--- src/rtl/tmr_tick_pkg.sv ---
`timescale 1ns/1ps
package tmr_tick_pkg;
    // Prescale machine states; encoding equals the register code field
    typedef enum logic [1:0] {
        PS_DIV12 = 2'b00,
        PS_DIV4  = 2'b01,
        PS_DIV48 = 2'b10,
        PS_EXT8  = 2'b11
    } ps_state_e;
endpackage

--- src/rtl/tmr_ext_sync.sv ---
`timescale 1ns/1ps
module tmr_ext_sync #(
    parameter int STAGES = 2
) (
    input  logic clk_i,
    input  logic rst_ni,
    input  logic ext_i,
    output logic edge_o
);
    // STAGES synchronizer flops plus one history flop for edge detection
    logic [STAGES:0] sh_q;

    always_ff @(posedge clk_i) begin
        if (!rst_ni) sh_q <= '0;
        else         sh_q <= {sh_q[STAGES-1:0], ext_i};
    end

    assign edge_o = sh_q[STAGES-1] & ~sh_q[STAGES];
endmodule

--- src/rtl/tmr_prescaler.sv ---
`timescale 1ns/1ps
module tmr_prescaler
    import tmr_tick_pkg::*;
#(
    parameter int DIV_A   = 12,
    parameter int DIV_B   = 4,
    parameter int DIV_C   = 48,
    parameter int EXT_DIV = 8,
    parameter int FIX_DIV = 12
) (
    input  logic       clk_i,
    input  logic       rst_ni,
    input  logic       code_we_i,
    input  logic [1:0] code_i,
    input  logic       ext_edge_i,
    output logic [1:0] code_o,
    output logic       ps_tick_o,
    output logic       ext_tick_o,
    output logic       fix_tick_o
);
    localparam int MAX_AB = (DIV_A > DIV_B) ? DIV_A : DIV_B;
    localparam int MAX_D  = (MAX_AB > DIV_C) ? MAX_AB : DIV_C;
    localparam int CNT_W  = $clog2(MAX_D);
    localparam int EXT_W  = $clog2(EXT_DIV);
    localparam int FIX_W  = $clog2(FIX_DIV);

    ps_state_e          state_q, state_d;
    logic [CNT_W-1:0]   cnt_q, last_val;
    logic [EXT_W-1:0]   ecnt_q;
    logic [FIX_W-1:0]   fcnt_q;
    logic               restart;

    assign state_d = ps_state_e'(code_i);
    assign restart = code_we_i && (state_d != state_q);

    // State register: any write loads the code; only a change restarts
    always_ff @(posedge clk_i) begin
        if (!rst_ni)        state_q <= PS_DIV12;
        else if (code_we_i) state_q <= state_d;
    end

    always_ff @(posedge clk_i) begin
        if (!rst_ni)                         cnt_q <= '0;
        else if (restart || cnt_q == last_val) cnt_q <= '0;
        else                                 cnt_q <= cnt_q + 1'b1;
    end

    // External divider advances only on detected edges
    always_ff @(posedge clk_i) begin
        if (!rst_ni) ecnt_q <= '0;
        else if (ext_edge_i) begin
            if (ecnt_q == EXT_W'(EXT_DIV - 1)) ecnt_q <= '0;
            else                               ecnt_q <= ecnt_q + 1'b1;
        end
    end

    // Free-running fixed divider for the timer 2 source
    always_ff @(posedge clk_i) begin
        if (!rst_ni)                            fcnt_q <= '0;
        else if (fcnt_q == FIX_W'(FIX_DIV - 1)) fcnt_q <= '0;
        else                                    fcnt_q <= fcnt_q + 1'b1;
    end

    assign ext_tick_o = ext_edge_i && (ecnt_q == EXT_W'(EXT_DIV - 1));
    assign fix_tick_o = (fcnt_q == FIX_W'(FIX_DIV - 1));
    assign code_o     = state_q;

    // Output process: per-state period and tick source
    always_comb begin
        last_val  = CNT_W'(MAX_D - 1);
        ps_tick_o = 1'b0;
        unique case (state_q)
            PS_DIV12: begin
                last_val  = CNT_W'(DIV_A - 1);
                ps_tick_o = (cnt_q == CNT_W'(DIV_A - 1));
            end
            PS_DIV4: begin
                last_val  = CNT_W'(DIV_B - 1);
                ps_tick_o = (cnt_q == CNT_W'(DIV_B - 1));
            end
            PS_DIV48: begin
                last_val  = CNT_W'(DIV_C - 1);
                ps_tick_o = (cnt_q == CNT_W'(DIV_C - 1));
            end
            PS_EXT8: begin
                last_val  = CNT_W'(MAX_D - 1);
                ps_tick_o = ext_tick_o;
            end
        endcase
    end
endmodule

--- src/rtl/tmr_tick_sel.sv ---
`timescale 1ns/1ps
module tmr_tick_sel #(
    parameter int N_TMR = 2
) (
    input  logic [N_TMR-1:0] cnt_mode_i,
    input  logic [N_TMR-1:0] sys_sel_i,
    input  logic             ps_tick_i,
    input  logic             t2_lo_sys_i,
    input  logic             t2_hi_sys_i,
    input  logic             t2_split_i,
    input  logic             t2_ext_sel_i,
    input  logic             ext_tick_i,
    input  logic             fix_tick_i,
    output logic [N_TMR-1:0] tmr_en_o,
    output logic             t2lo_en_o,
    output logic             t2hi_en_o
);
    logic t2_base;

    for (genvar g = 0; g < N_TMR; g++) begin : g_tmr
        assign tmr_en_o[g] = !cnt_mode_i[g] && (sys_sel_i[g] || ps_tick_i);
    end

    always_comb begin
        t2_base   = t2_ext_sel_i ? ext_tick_i : fix_tick_i;
        t2lo_en_o = t2_lo_sys_i || t2_base;
        if (t2_split_i) t2hi_en_o = t2_hi_sys_i || t2_base;
        else            t2hi_en_o = t2lo_en_o;
    end
endmodule

--- src/rtl/tmr_tick_gen.sv ---
`timescale 1ns/1ps
module tmr_tick_gen #(
    parameter int DIV_A       = 12,
    parameter int DIV_B       = 4,
    parameter int DIV_C       = 48,
    parameter int EXT_DIV     = 8,
    parameter int FIX_DIV     = 12,
    parameter int SYNC_STAGES = 2
) (
    input  logic       clk_i,
    input  logic       rst_ni,
    input  logic       cfg_we_i,
    input  logic [7:0] cfg_wdata_i,
    output logic [7:0] cfg_rdata_o,
    input  logic       ext_clk_i,
    input  logic       t0_cnt_mode_i,
    input  logic       t1_cnt_mode_i,
    input  logic       t2_split_i,
    input  logic       t2_ext_sel_i,
    output logic       t0_en_o,
    output logic       t1_en_o,
    output logic       t2lo_en_o,
    output logic       t2hi_en_o
);
    // Upper six register bits; the top two are reserved and masked to zero
    localparam logic [5:0] HI_MASK = 6'b001111;

    logic [5:0] hi_q;
    logic [1:0] code;
    logic       ext_edge, ps_tick, ext_tick, fix_tick;
    logic [1:0] tmr_en;

    always_ff @(posedge clk_i) begin
        if (!rst_ni)       hi_q <= '0;
        else if (cfg_we_i) hi_q <= cfg_wdata_i[7:2] & HI_MASK;
    end

    assign cfg_rdata_o = {hi_q, code};

    tmr_ext_sync #(.STAGES(SYNC_STAGES)) i_sync (
        .clk_i  (clk_i),
        .rst_ni (rst_ni),
        .ext_i  (ext_clk_i),
        .edge_o (ext_edge)
    );

    tmr_prescaler #(
        .DIV_A(DIV_A), .DIV_B(DIV_B), .DIV_C(DIV_C),
        .EXT_DIV(EXT_DIV), .FIX_DIV(FIX_DIV)
    ) i_pre (
        .clk_i      (clk_i),
        .rst_ni     (rst_ni),
        .code_we_i  (cfg_we_i),
        .code_i     (cfg_wdata_i[1:0]),
        .ext_edge_i (ext_edge),
        .code_o     (code),
        .ps_tick_o  (ps_tick),
        .ext_tick_o (ext_tick),
        .fix_tick_o (fix_tick)
    );

    tmr_tick_sel #(.N_TMR(2)) i_sel (
        .cnt_mode_i   ({t1_cnt_mode_i, t0_cnt_mode_i}),
        .sys_sel_i    (hi_q[1:0]),
        .ps_tick_i    (ps_tick),
        .t2_lo_sys_i  (hi_q[2]),
        .t2_hi_sys_i  (hi_q[3]),
        .t2_split_i   (t2_split_i),
        .t2_ext_sel_i (t2_ext_sel_i),
        .ext_tick_i   (ext_tick),
        .fix_tick_i   (fix_tick),
        .tmr_en_o     (tmr_en),
        .t2lo_en_o    (t2lo_en_o),
        .t2hi_en_o    (t2hi_en_o)
    );

    assign t0_en_o = tmr_en[0];
    assign t1_en_o = tmr_en[1];
endmodule

--- config.mk ---
export PLATFORM = sky130hd
export DESIGN_NAME = tmr_tick_gen
export DESIGN_NICKNAME = d
export VERILOG_FILES = /design/src/rtl/tmr_tick_pkg.sv /design/src/rtl/tmr_ext_sync.sv /design/src/rtl/tmr_prescaler.sv /design/src/rtl/tmr_tick_sel.sv /design/src/rtl/tmr_tick_gen.sv
export SDC_FILE = /design/constraint.sdc
export NUM_CORES = 1
export LEC_CHECK = 0
export BUFFER_PORTS_ARGS = -buffer_cell sky130_fd_sc_hd__buf_2
export CAP_MARGIN = 20
export CORE_MARGIN = 2
export CORE_UTILIZATION = 40
export CTS_CLUSTER_DIAMETER = 30
export DETAILED_ROUTE_END_ITERATION = 10
export GPL_TIMING_DRIVEN = 0
export SYNTH_ARGS = -nofsm -noshare
export SYNTH_HDL_FRONTEND = slang
export SYNTH_SLANG_ARGS = --single-unit
--- constraint.sdc ---
create_clock -name clk_i -period 2.7 [get_ports clk_i]
set_input_delay 0.27 -clock clk_i [delete_from_list [all_inputs] [get_ports clk_i]]
set_output_delay 0.27 -clock clk_i [all_outputs]
set_load 0.1 [all_outputs]
; ---- Yosys cells after proc, flatten, opt, wreduce, memory -nomap -nowiden
; Index checks and enable logic that the tools add are counted.
[classes]
bitwise_logic = 3
mux = 5
n_div = 0
eq_ne = 10
n_reduce_logical = 15
addsub = 3
multipliers = 0
n_shift = 0
magnitude_cmp = 0
[ops]
columns = op, n
row1 = $pmux 6 s3, 1
row2 = $add 6x1->6 const B, 1
row3 = $eq 6x2->1 const B, 1
row4 = $eq 6x4->1 const B, 1
row5 = $eq 6x6->1, 1
row6 = $eq 6x6->1 const B, 1
row7 = $reduce_or 2->1, 3
row8 = $logic_or 1x1->1, 5
row9 = $add 4x1->4 const B, 1
row10 = $eq 2x2->1 const B, 2
row11 = $eq 4x4->1 const B, 1
row12 = $logic_and 1x1->1, 4
row13 = $pmux 1 s4, 1
row14 = $add 3x1->3 const B, 1
row15 = $eq 3x3->1 const B, 1
row16 = $mux 3, 1
row17 = $eq 2x1->1 const B, 1
row18 = $logic_not 1->1, 2
row19 = $logic_not 2->1, 1
row20 = $mux 1, 2
row21 = $ne 2x2->1, 1
row22 = $not 1->1, 2
row23 = $and 1x1->1, 1
[word_totals]
mem_bits_rw = 0
memories = 0
latchBits = 0
register_bits = 22
romBits = 0

; ---- Longest topological paths before layout
[logic_depth]
depth_word = 6
ltp_mapped = 5

; ---- Cells and area by module
; Synthesis repeated with hierarchy kept, for this count alone.
[unflattened]
hier_cells = 110
area_unflattened_um2 = 1063.5
[by_module_without_submodules]
columns = module, instances, area_each_um2, cells_each, seq_area_each_um2
row1 = tmr_prescaler, 1, 750.7, 79, 300.3
row2 = tmr_tick_gen, 1, 175.2, 16, 80.1
row3 = tmr_ext_sync, 1, 92.6, 7, 60.1
row4 = tmr_tick_sel, 1, 45.0, 8, 0.0

; ---- Worst setup path before layout
; Ideal clock, no wire load.
[synth_timing]
kind = register to output
start = register i_pre.state_q[1], in the netlist i_pre.code_o[1]
end = output port t0_en_o
stages_incl_launch_ff = 6
slack_ns = -1.158
arrival_time_ns = 3.588
path_buffers = 1
required_ns = 2.430
cell_sequence = dfxtp_1 buf_6 and2b_2 xnor2_2 or3b_1 a31oi_1
[synth_via]
elab_chain_len = 4
word_cells_on_any_way = 7
classes_between = 3 x eq/ne / 1 x mux / 3 x reduce/logical
[synth_lines]
columns = item, line
row1 = "start, declared", tmr_prescaler.sv:27  ; ps_state_e state_q, state_d;
row2 = "start signal, assigned", tmr_prescaler.sv:39  ; else if (code_we_i) state_q <= state_d;
row3 = "$eq 2x2->1, or another cell as far along", tmr_prescaler.sv:72  ; unique case (state_q)
row4 = $pmux 1 s4 *, tmr_prescaler.sv:72
row5 = $logic_or 1x1->1 *, tmr_tick_sel.sv:21  ; assign tmr_en_o[g] = !cnt_mode_i[g] && (sys_sel_i[g] || ps_tick_i);
row6 = $logic_and 1x1->1 *, tmr_tick_sel.sv:21
row7 = "end, declared", tmr_tick_gen.sv:20  ; output logic t0_en_o,
; Mark *: on every way between the ends. The rest lies on a longest branch, timed or not.

; ---- Worst setup path in the final report
; Ends and elaborated chain as after synthesis.

==> key figures <==
Status
  – Status: finished clean

Global routing
  – Via count of the first global-routing pass: 745
  – Total Routing Usage GR: 13.16%
  – Initial antenna violation count: 0
  – Congestion Overflow GR: 0
  – Maximum number of pins on one net before global-route repair: 14
  – Global-route wire length before repair: 3229 um

STA
  – Final Hold Viols: 0
  – Final worst-path cycle share: 92.01%
  – Setup skew after layout: 0.0008963 ns
  – Highest achievable clock rate: 0.4025 GHz
  – Aggregate negative setup slack: 0 ns
  – Unrepaired setup endpoints after global routing: false
  – Period minus WS final: 2.484 ns
  – Smallest setup slack after layout: 0.2157 ns
  – Number of setup violations in the final report: 0
  – Final Max Slew Viols: 0

Synth
  – Synthesis Warnings: 0
  – Post-synth EDFFs: 0
  – Share of synthesized cell area in full adder, half adder and majority cells: 4.695%
  – Cell types with the highest counts after synthesis: dfxtp_1, nor2b_1, mux2i_1, nor2_1
  – Post-synth design cell area: 0.001066 mm2
  – Sequential-to-total area share from yosys stat: 41.31%
  – Xor-xnor portion of the synthesized cell area: 6.455%
  – Number of synthesized register bits: 22
  – Cell types occupying the most area after synthesis: dfxtp_1, mux2i_1, nor2b_1
  – Synth Area per Inst: 9.604 um2
  – Share of synthesized cell area in and, or, nand and nor gates: 24.88%
  – Share of the synthesized area in compound gates (AO/OA/AOI/OAI): 6.455%
  – Combinational family with the most area after synthesis: simple AND/OR/NAND/NOR gates
  – Dominant cell by count in the synthesized netlist: dfxtp_1
  – Number of distinct library cells after synthesis: 38
  – Area share of the largest cell type after synthesis: 41.31%
  – Number of instances in the synthesized netlist: 111
  – Fraction of registers with async set/reset: 0%
  – Most used flip-flop cell after synthesis: dfxtp_1
  – Mux cell area share after synthesis: 9.507%
  – Yosys top cell by area: dfxtp_1

Clocking
  – Number of H-tree levels: 1
  – CTS clk-pin slew, worst paths: 0.12 ns
  – Clock tree root buffer cell: clkbuf_4
  – Number of clock sinks seen by CTS: 22
  – Worst skew pair latency: 0.31 ns
  – Number of buffers added by the clock tree synthesis step: 3
  – Clock buffer depth: 2
  – Clock tree from TritonCTS: built

Placed design
  – Worst setup slack after placement: 0.4700 ns
  – Placer congestion estimate: 0.7794
  – Number of buffers added on ports: 22
  – Final HPWL DP: 1397 um

Detailed routing
  – Routed vias: 794
  – Routed vias/inst: 4.726
  – Initial DRC count: 11
  – Total wire length after detailed routing: 1787 um
  – Post-detailed-route wirelength per cell: 10.64 um
  – # DRC: 0
  – Length of the first detailed-routing pass in iterations: 2
  – Antenna-violating nets left: 0

Layout
  – NumNets Final: 159
  – Layout overhead on the synthesized area: 22.65%
  – Layout cells sized above 1: 31.16%
  – Fillers: 244
  – Antenna Diode Count: 0

Power
  – Net load switching power: 218.6 uW
  – Worst IR Drop VDD: 0.0004162 V
  – Switching Share: 28.97%
  – Combinational Power Share: 20.4%
  – Clock power share: 33.2%
  – Total power divided by cell area: 576.9 mW/mm2
  – Power share of the sequential group: 46.4%
  – Pleak: 0.5940 nW
  – Cell-internal power: 535.8 uW

Critical path
  – Element type at the critical path start: register
  – CP required: 2.43 ns
  – Critical path peak fanout: 8
  – CP endpoint kind: primary output
  – Arrival time of the worst setup path: 2.21 ns
  – Worst setup path category: reg -> out

Flow run
  – Max Cap Violations: 0

Hold path
  – Path type of the worst min-delay path: in -> reg

Die
  – Die boundary height: 55.63 um
  – Number of standard-cell rows in the floorplan: 18
  – Number of I/O pins: 28
  – Core area: 0.002500 mm2
  – Overall die area: 0.003094 mm2
  – Chip Width: 55.63 um
  – Effective utilization at floorplan: 42.64%
stage by stage:
stage | area, um2 | total power [mW] | hold slack (ns) | util, % | cells
CTS | 1303 | 0.7682 | 0.1434 | 52.10 | 168
detailed placement | 1250 | 0.5116 | 0.4253 | 50.00 | 164
global route | 1308 | 0.7958 | 0.1229 | 52.30 | 168
finish | 1308 | 0.7544 | 0.1603 | 52.30 | 168
floorplan | 1102 | 0.4827 | 0.3973 | - | 112
global placement | 1250 | 0.5091 | 0.4239 | 50.00 | 164
registers in the layout (all words and copies together) (netlist names):
| name | cells |
|---|---|
| i_pre.cnt_q | 6 |
| hi_q | 4 |
| i_pre.fcnt_q | 4 |
| i_pre.ecnt_q | 3 |
| i_sync.sh_q | 3 |
| i_pre.code_o | 2 |
per-layer routing:
| layer | up-vias | part of all wire, % | GRT usage (%) |
|---|---|---|---|
| met3 | 2 | 6.9 | 5.581 |
| met1 | 350 | 48 | 17.08 |
| met2 | 22 | 44 | 19.73 |
| met4 | 0 | 0.84 | 4.181 |
| met5 | - | 0 | 0 |
| li1 | 420 | - | - |
path summary, 6_finish.rpt:
path              startpoint              to  slack, ns  cells past startpoint
max          i_pre.code_o[1]         t0_en_o       0.22                      6
min                ext_clk_i  i_sync.sh_q[0]       0.16                      2
max reg2reg  i_pre.code_o[1]  i_pre.cnt_q[4]       1.14                      5
min reg2reg   i_pre.cnt_q[0]  i_pre.cnt_q[0]       0.45                      1
critical path, cell delays in order (launching register included):
cell	delay [ns]
dfxtp_2	0.35
buf_6	0.13
or3_4	0.38
o21ai_1	0.08
or3b_1	0.45
a31oi_4	0.18
clkbuf_4	0.34
what timing repair did:
action | CTS | global route
endpoints found under the setup margin | 0 | 2
endpoints found under the hold margin | 0 | 0
hold buffers | 0 | 0
gates resized for setup | 0 | 2
buffers inserted | 0 | 0
kinds of logic after synthesis:
group	after synthesis
simple gates	45
flops	22
buf+inv	12
compound gates	10
mux	10
xor+xnor	7
fa+ha+maj	4
other cells	1
layout by cell type (no fill, tap or decap), types with 3 or more instances in the layout:
master / n
xor2_1: 3
xnor2_1: 3
dfxtp_1: 20
nand2_1: 4
nor2_1: 7
clkbuf_1: 3
nand3_1: 3
ha_1: 4
buf_4: 4
and2_1: 3
nor2b_1: 12
clkbuf_4: 5
buf_2: 20
inv_1: 4
mux2i_1: 9
power groups by stage:
stage / clock network [mW] / registers (mW) / logic (mW)
final: 0.251 / 0.350 / 0.154
after global routing: 0.279 / 0.352 / 0.165
after CTS: 0.264 / 0.350 / 0.155
after detailed placement: 0 / 0.357 / 0.154
after global placement: 0 / 0.356 / 0.153
after floorplan: 0 / 0.381 / 0.102
cell type report:
type / count / area (um2) / area share [%]
Buffer: 8 / 52.55 / 4.019
Tap cell: 30 / 37.54 / 2.871
Multi-Input combinational cell: 78 / 591.8 / 45.26
Timing Repair Buffer: 22 / 115.1 / 8.804
Inverter: 4 / 15.01 / 1.148
Clock inverter: 1 / 30.03 / 2.297
Clock buffer: 3 / 22.52 / 1.722
Sequential cell: 22 / 442.9 / 33.88
Power figures use the tool's default switching activity.
